**config.mk**
```make
export PLATFORM = sky130hd
export DESIGN_NAME = trap_ctrl
export DESIGN_NICKNAME = d
export VERILOG_FILES = /design/src/rtl/trap_pkg.sv /design/src/rtl/irq_arbiter.sv /design/src/rtl/deleg_route.sv /design/src/rtl/status_push.sv /design/src/rtl/trap_ctrl.sv
export SDC_FILE = /design/constraint.sdc
export NUM_CORES = 1
export LEC_CHECK = 0
export ABC_AREA = 1
export ABC_CLOCK_PERIOD_IN_PS = 5350
export BUFFER_PORTS_ARGS = -buffer_cell sky130_fd_sc_hd__clkbuf_2
export CORE_AREA = 2 2 183 185
export CTS_CLUSTER_DIAMETER = 200
export CTS_CLUSTER_SIZE = 24
export DETAILED_ROUTE_END_ITERATION = 7
export DIE_AREA = 0 0 185 187
export PLACE_DENSITY = 0.66
export RECOVER_POWER = 25
export SYNTH_ARGS = -nofsm -noshare
export SYNTH_HDL_FRONTEND = slang
export SYNTH_SLANG_ARGS = --single-unit
export TNS_END_PERCENT = 50
```
**constraint.sdc**
```tcl
create_clock -name clk_i -period 5.35 [get_ports clk_i]
set_clock_uncertainty 0.1 [all_clocks]
set_input_delay 0.2675 -clock clk_i [delete_from_list [all_inputs] [get_ports clk_i]]
set_output_delay 0.2675 -clock clk_i [all_outputs]
set_load 0.02 [all_outputs]
```
**src/rtl/trap_pkg.sv**
```systemverilog
package trap_pkg;
  localparam logic [1:0] PRV_U = 2'd0;
  localparam logic [1:0] PRV_S = 2'd1;
  localparam logic [1:0] PRV_M = 2'd3;

  // status word field positions
  localparam int ST_SIE    = 1;
  localparam int ST_MIE    = 3;
  localparam int ST_SPIE   = 5;
  localparam int ST_MPIE   = 7;
  localparam int ST_SPP    = 8;
  localparam int ST_MPP_LO = 11;
  localparam int ST_MPP_HI = 12;

  localparam int          CAUSE_BRKPT = 3;
  localparam logic [2:0]  DCAUSE_SWBP = 3'd1;
endpackage

```
**src/rtl/irq_arbiter.sv**
```systemverilog
module irq_arbiter import trap_pkg::*; #(
  parameter int NIRQ = 12,
  parameter int IW   = $clog2(NIRQ)
) (
  input  logic [NIRQ-1:0] pend_i,
  input  logic [NIRQ-1:0] en_i,
  input  logic [NIRQ-1:0] deleg_i,
  input  logic [1:0]      priv_i,
  input  logic            mie_i,
  input  logic            sie_i,
  output logic            vld_o,
  output logic [IW-1:0]   idx_o
);
  logic            m_ok, s_ok;
  logic [NIRQ-1:0] cand, live;

  always_comb begin
    cand = pend_i & en_i;
    m_ok = (priv_i != PRV_M) || mie_i;
    s_ok = (priv_i == PRV_U) || ((priv_i == PRV_S) && sie_i);
    live = (cand & ~deleg_i & {NIRQ{m_ok}}) | (cand & deleg_i & {NIRQ{s_ok}});
    idx_o = '0;
    for (int i = NIRQ - 1; i >= 0; i--) begin
      if (live[i]) idx_o = IW'(i);
    end
    vld_o = |live;
  end
endmodule

```
**src/rtl/deleg_route.sv**
```systemverilog
module deleg_route import trap_pkg::*; #(
  parameter int XLEN = 32,
  parameter int CW   = $clog2(XLEN) + 1
) (
  input  logic            irq_i,
  input  logic [CW-1:0]   idx_i,
  input  logic [1:0]      priv_i,
  input  logic [XLEN-1:0] medeleg_i,
  input  logic [XLEN-1:0] mideleg_i,
  output logic            to_s_o
);
  localparam int LW = $clog2(XLEN);

  logic [XLEN-1:0] sel;
  logic            in_range;

  always_comb begin
    sel      = irq_i ? mideleg_i : medeleg_i;
    in_range = (idx_i >> LW) == '0;
    to_s_o   = (priv_i <= PRV_S) && in_range && sel[idx_i[LW-1:0]];
  end
endmodule

```
**src/rtl/status_push.sv**
```systemverilog
module status_push import trap_pkg::*; #(
  parameter int XLEN = 32
) (
  input  logic [XLEN-1:0] status_i,
  input  logic [1:0]      priv_i,
  input  logic            to_s_i,
  output logic [XLEN-1:0] status_o
);
  logic prev_ie;

  always_comb begin
    status_o = status_i;
    prev_ie  = status_i[priv_i];  // enable bit of the level being left
    if (to_s_i) begin
      status_o[ST_SPIE] = prev_ie;
      status_o[ST_SPP]  = priv_i[0];
      status_o[ST_SIE]  = 1'b0;
    end else begin
      status_o[ST_MPIE]             = prev_ie;
      status_o[ST_MPP_HI:ST_MPP_LO] = priv_i;
      status_o[ST_MIE]              = 1'b0;
    end
  end
endmodule

```
**src/rtl/trap_ctrl.sv**
```systemverilog
module trap_ctrl import trap_pkg::*; #(
  parameter int              XLEN         = 32,
  parameter int              NIRQ         = 12,
  parameter int              CW           = $clog2(XLEN) + 1,
  parameter logic [XLEN-1:0] DBG_ROM_ADDR = XLEN'(32'h0000_0800),
  parameter logic [XLEN-1:0] DBG_EXC_ADDR = XLEN'(32'h0000_0808)
) (
  input  logic            clk_i,
  input  logic            rst_ni,
  input  logic [NIRQ-1:0] irq_pend_i,
  input  logic [NIRQ-1:0] irq_en_i,
  input  logic [XLEN-1:0] mideleg_i,
  input  logic [XLEN-1:0] medeleg_i,
  input  logic [1:0]      priv_i,
  input  logic [XLEN-1:0] status_i,
  input  logic [3:0]      ebreak_en_i,
  input  logic [2:0]      dbg_cause_i,
  input  logic            exc_req_i,
  input  logic [CW-1:0]   exc_cause_i,
  input  logic            exc_bad_vld_i,
  input  logic [XLEN-1:0] exc_bad_i,
  input  logic [XLEN-1:0] pc_i,
  input  logic [XLEN-1:0] mtvec_i,
  input  logic [XLEN-1:0] stvec_i,
  output logic            pc_wr_o,
  output logic [XLEN-1:0] pc_o,
  output logic [1:0]      priv_o,
  output logic            m_trap_o,
  output logic            s_trap_o,
  output logic [XLEN-1:0] cause_o,
  output logic [XLEN-1:0] epc_o,
  output logic            bad_wr_o,
  output logic [XLEN-1:0] bad_o,
  output logic            status_wr_o,
  output logic [XLEN-1:0] status_o,
  output logic            dbg_wr_o,
  output logic [XLEN-1:0] dpc_o,
  output logic [2:0]      dcause_o,
  output logic [1:0]      dprv_o
);
  localparam int IW = $clog2(NIRQ);

  typedef struct packed {
    logic            exc;
    logic [CW-1:0]   ecause;
    logic            bad_vld;
    logic [XLEN-1:0] bad;
    logic [XLEN-1:0] pc;
    logic [1:0]      priv;
    logic [XLEN-1:0] status;
    logic [XLEN-1:0] mtvec;
    logic [XLEN-1:0] stvec;
    logic [XLEN-1:0] medeleg;
    logic [XLEN-1:0] mideleg;
    logic [3:0]      ebreak;
    logic [2:0]      dcause;
    logic [NIRQ-1:0] pend;
    logic [NIRQ-1:0] en;
  } smp_t;

  smp_t smp_q;

  // sample stage
  always_ff @(posedge clk_i or negedge rst_ni) begin
    if (!rst_ni) begin
      smp_q      <= '0;
      smp_q.priv <= PRV_M;
    end else begin
      smp_q <= '{exc: exc_req_i, ecause: exc_cause_i, bad_vld: exc_bad_vld_i,
                 bad: exc_bad_i, pc: pc_i, priv: priv_i, status: status_i,
                 mtvec: mtvec_i, stvec: stvec_i, medeleg: medeleg_i,
                 mideleg: mideleg_i, ebreak: ebreak_en_i, dcause: dbg_cause_i,
                 pend: irq_pend_i, en: irq_en_i};
    end
  end

  logic          irq_vld;
  logic [IW-1:0] irq_idx;

  irq_arbiter #(.NIRQ(NIRQ), .IW(IW)) u_arb (
    .pend_i  (smp_q.pend),
    .en_i    (smp_q.en),
    .deleg_i (smp_q.mideleg[NIRQ-1:0]),
    .priv_i  (smp_q.priv),
    .mie_i   (smp_q.status[ST_MIE]),
    .sie_i   (smp_q.status[ST_SIE]),
    .vld_o   (irq_vld),
    .idx_o   (irq_idx)
  );

  logic            take_exc, take_irq, brk, dexc, trap, to_s;
  logic [CW-1:0]   route_idx;
  logic [XLEN-1:0] cause_full, status_new;

  always_comb begin
    take_exc   = smp_q.exc;                 // exception wins over interrupt
    take_irq   = !smp_q.exc && irq_vld;
    brk        = take_exc && (smp_q.ecause == CW'(CAUSE_BRKPT)) && smp_q.ebreak[smp_q.priv];
    dexc       = take_exc && !brk && (smp_q.dcause != '0);
    trap       = (take_exc && !brk && !dexc) || take_irq;
    route_idx  = take_exc ? smp_q.ecause : CW'(irq_idx);
    cause_full = take_exc ? XLEN'(smp_q.ecause) : {1'b1, (XLEN-1)'(irq_idx)};
  end

  deleg_route #(.XLEN(XLEN), .CW(CW)) u_route (
    .irq_i     (!take_exc),
    .idx_i     (route_idx),
    .priv_i    (smp_q.priv),
    .medeleg_i (smp_q.medeleg),
    .mideleg_i (smp_q.mideleg),
    .to_s_o    (to_s)
  );

  status_push #(.XLEN(XLEN)) u_push (
    .status_i (smp_q.status),
    .priv_i   (smp_q.priv),
    .to_s_i   (to_s),
    .status_o (status_new)
  );

  // commit stage
  always_ff @(posedge clk_i or negedge rst_ni) begin
    if (!rst_ni) begin
      pc_wr_o     <= 1'b0;
      pc_o        <= '0;
      priv_o      <= PRV_M;
      m_trap_o    <= 1'b0;
      s_trap_o    <= 1'b0;
      cause_o     <= '0;
      epc_o       <= '0;
      bad_wr_o    <= 1'b0;
      bad_o       <= '0;
      status_wr_o <= 1'b0;
      status_o    <= '0;
      dbg_wr_o    <= 1'b0;
      dpc_o       <= '0;
      dcause_o    <= '0;
      dprv_o      <= PRV_M;
    end else begin
      pc_wr_o     <= brk || dexc || trap;
      pc_o        <= brk ? DBG_ROM_ADDR : dexc ? DBG_EXC_ADDR : to_s ? smp_q.stvec : smp_q.mtvec;
      priv_o      <= (brk || (trap && !to_s)) ? PRV_M : trap ? PRV_S : smp_q.priv;
      m_trap_o    <= trap && !to_s;
      s_trap_o    <= trap && to_s;
      cause_o     <= cause_full;
      epc_o       <= smp_q.pc;
      bad_wr_o    <= trap && take_exc && smp_q.bad_vld;
      bad_o       <= smp_q.bad;
      status_wr_o <= trap;
      status_o    <= status_new;
      dbg_wr_o    <= brk;
      dpc_o       <= smp_q.pc;
      dcause_o    <= DCAUSE_SWBP;
      dprv_o      <= smp_q.priv;
    end
  end

  AST_S_FROM_LOW: assert property (@(posedge clk_i) disable iff (!rst_ni)
    s_trap_o |-> ($past(smp_q.priv) <= PRV_S));
  AST_IRQ_CAUSE_FLAG: assert property (@(posedge clk_i) disable iff (!rst_ni)
    (m_trap_o || s_trap_o) |-> (cause_o[XLEN-1] == !$past(smp_q.exc)));
  AST_M_IE_CLEAR: assert property (@(posedge clk_i) disable iff (!rst_ni)
    m_trap_o |-> !status_o[ST_MIE]);
  AST_S_IE_CLEAR: assert property (@(posedge clk_i) disable iff (!rst_ni)
    s_trap_o |-> !status_o[ST_SIE]);
  AST_DBG_ENTRY: assert property (@(posedge clk_i) disable iff (!rst_ni)
    dbg_wr_o |-> (priv_o == PRV_M) && !m_trap_o && !s_trap_o && !status_wr_o);
  AST_BAD_EXC_ONLY: assert property (@(posedge clk_i) disable iff (!rst_ni)
    bad_wr_o |-> !cause_o[XLEN-1] && $past(smp_q.bad_vld));
  AST_IDLE_QUIET: assert property (@(posedge clk_i) disable iff (!rst_ni)
    (!$past(smp_q.exc) && !$past(irq_vld)) |-> !pc_wr_o && (priv_o == $past(smp_q.priv)));
endmodule

```
==> metrics.md <==
| Metric | Value |
|---|---|
| Most frequent cells in the layout | `clkbuf_2, dfrtp_1, dlygate4sd3_1` |
| Met2 Resource Use GR | `0.361` |
| Power per cell area | `318 nW/um2` |
| DRT iter0 DRCs | `352` |
| Crit Path Class | `flop to flop` |
| Part of the Yosys area used for sequential elements | `0.811` |
| Final instance area | `18,300 um2` |
| Nets | `1,853` |
| Die X | `185 um` |
| Post-DR vias/cell | `4.30` |
| CTS buffer count | `21` |
| Area delta synth->final | `44.3%` |
| Final Hold Vio Count | `0` |
| GRT Total Usage | `0.201` |
| Accumulated negative setup slack | `0 ns` |
| Largest net degree at the start of global routing | `172` |
| Pwr Total | `5.83 mW` |
| Critical Path AT | `4.07 ns` |
| Register clock-pin slew on the reported worst setup and hold paths | `0.10 ns` |
| Static leakage | `9.16 nW` |
| DPL Wire Length | `22.3 mm` |
| DRC viols | `0` |
| Global routing's busiest layer | `met2` |
| # rows | `67` |
| Fmax | `268 MHz` |
| Post-synth cell types | `32` |
| Met3 Use GR | `0.0399` |
| Sink Count | `411` |
| Dpl cells | `1,745` |
| Core Region | `32,900 um2` |
| Met1 Track Usage GR | `0.235` |
| First-pass GRT wire length | `53.4 mm` |
| Worst slew pin tran | `0.953 ns` |
| Syn_area_per_cell | `14.1 um2` |
| Most common cell after layout, fill and taps aside | `clkbuf_2` |
| Final period util | `0.696` |
| Status | `finished clean` |
| Post-CTS Setup Inserts | `0` |
| Vias in the first global route | `9,862` |
| Initial antenna violation count | `9` |
| Port bufs | `444` |
| Clock Tree Root | `clkbuf_16` |
| Final setup violating endpoints | `0` |
| WL final | `34.7 mm` |
| Post-synth top flop | `dfrtp_1` |
| H-tree level count | `1` |
| WL per Instance | `16.9 um` |
| Cell area after synthesis | `12,700 um2` |
| Die height | `187 um` |
| R2r setup slk | `1.62 ns` |
| Initial core utilization | `0.386` |
| Routability cong. | `0.848` |
| Max Buffers Root-to-Sink | `3` |
| Tmin final | `3.73 ns` |
| Via count | `8,811` |
| Worst slew margin | `0.361` |
| Worst Hold Class | `flop to flop` |
| Cells after Synth | `902` |
| Total congestion overflow | `0` |
| CP endpoint kind | `flop` |
| CP startpoint kind | `flop` |
| Clock latency at the later pin of the worst-skew pair | `0.51 ns` |
| Number of flops mapped to enable cells by yosys | `0` |
| Num ports | `472` |
| Yosys warns | `0` |
| Routed Antenna Nets | `0` |
| Worst EP required | `5.70 ns` |
| Final Non-Filler Cells | `2,050` |
| Asr flop ratio synth | `1.00` |
| Die area | `34,600 um2` |
| Critical-path maximum fanout | `39` |
| RSZ-0062 raised after global routing | `no` |
| Placed cell areas | `15,100 um2` |
| Max VDD drop | `0.308 mV` |
| Share of cells above drive strength 1 | `0.306` |
| Count of state elements after synthesis | `411` |
| Util after Layout | `0.558` |
| Final max-slew violation count | `0` |
| MaxCap Viol Count | `0` |
| CTS tree | `built` |
| TritonRoute pass-1 iters | `4` |
-- registers in the layout, indices dropped and copies added, names as in the netlist, 2 cells and up --
signal	cells
smp_q	264
bad_o	32
dprv_o	2
priv_o	2
cause_o	7
status_o	32
pc_o	32
epc_o	32
-- cell usage after synthesis, drive strengths merged, types with 2 or more instances --
library cell | instances | share of area
nand2 | 156 | 0.050
o2111ai | 2 | 0.0014
nor2 | 90 | 0.027
a21oi | 3 | 0.0012
conb | 2 | 0.00059
nand3 | 60 | 0.025
buf | 69 | 0.043
dfrtp | 405 | 0.80
o21ai | 50 | 0.020
inv | 33 | 0.010
nor3 | 8 | 0.0035
dfstp | 6 | 0.012
clkbuf | 12 | 0.0036
-- path summary, 6_finish.rpt --
path                                  from         end  depth (start not counted)
worst max-delay path            smp_q[191]    pc_o[10]                         18
worst min-delay path            smp_q[201]    epc_o[8]                          0
worst max register to register  smp_q[191]    pc_o[10]                         18
worst min register to register  smp_q[201]    epc_o[8]                          0
max in group asynchronous           rst_ni  smp_q[224]                          3
min in group asynchronous           rst_ni  smp_q[116]                          2
-- through the flow --
step / hold slack (ns) / setup slack [ns]
2_1_floorplan: -0.128 / 2.52
3_3_place_gp: 0.231 / 1.75
3_5_place_dp: 0.235 / 1.65
4_1_cts: 0.235 / 1.62
5_1_grt: 0.252 / 1.26
6_report: 0.242 / 1.62
-- critical path, cell delays in order (launching register included) --
cell and delay (ns):
dfstp_2 0.67, nand2_1 0.13, nand2_4 0.13, inv_2 0.09, nor2_1 0.10, nor3_1 0.07, nor2_1 0.22, nand2_1 0.15
a31oi_4 0.30, inv_2 0.15, nand3_1 0.11, nand3_1 0.08, nand3_1 0.11, nand3_1 0.09, nand2_2 0.13, nand2_4 0.27
inv_4 0.43, nor2_1 0.09, nor2_1 0.19
-- area by class of cell --
class / instances / area (um2)
Fill cell: 2600 / 14500
Clock buffer: 29 / 556
Antenna cell: 9 / 22.5
Multi-Input combinational cell: 402 / 1780
Timing Repair Buffer: 716 / 4950
Clock inverter: 1 / 30.0
Tap cell: 448 / 561
Sequential cell: 411 / 10300
Inverter: 34 / 130
-- report_power, final --
part,switching (mW),internal (mW)
registers,0.0728,3.29
logic,0.459,0.323
clock network,0.952,0.739
total,1.48,4.35
-- kinds of logic after synthesis --
logic type | synth area share
compound gates | 0.0251
simple gates | 0.106
buf+inv | 0.0572
other cells | 0.000592
flops | 0.811
-- routing by layer --
metal,routed length (um),part of all wire
met5,0,0
met1,12900,0.37
met3,2100,0.061
met4,1420,0.041
met2,18300,0.53
-- timing repair --
item | 4_1_cts | 5_1_grt
hold buffers | 266 | 0
setup endpoints to repair | 0 | 0
resized for setup | 0 | 0
hold endpoints to repair | 361 | 0
No activity file was read; power rests on OpenSTA's default activity.
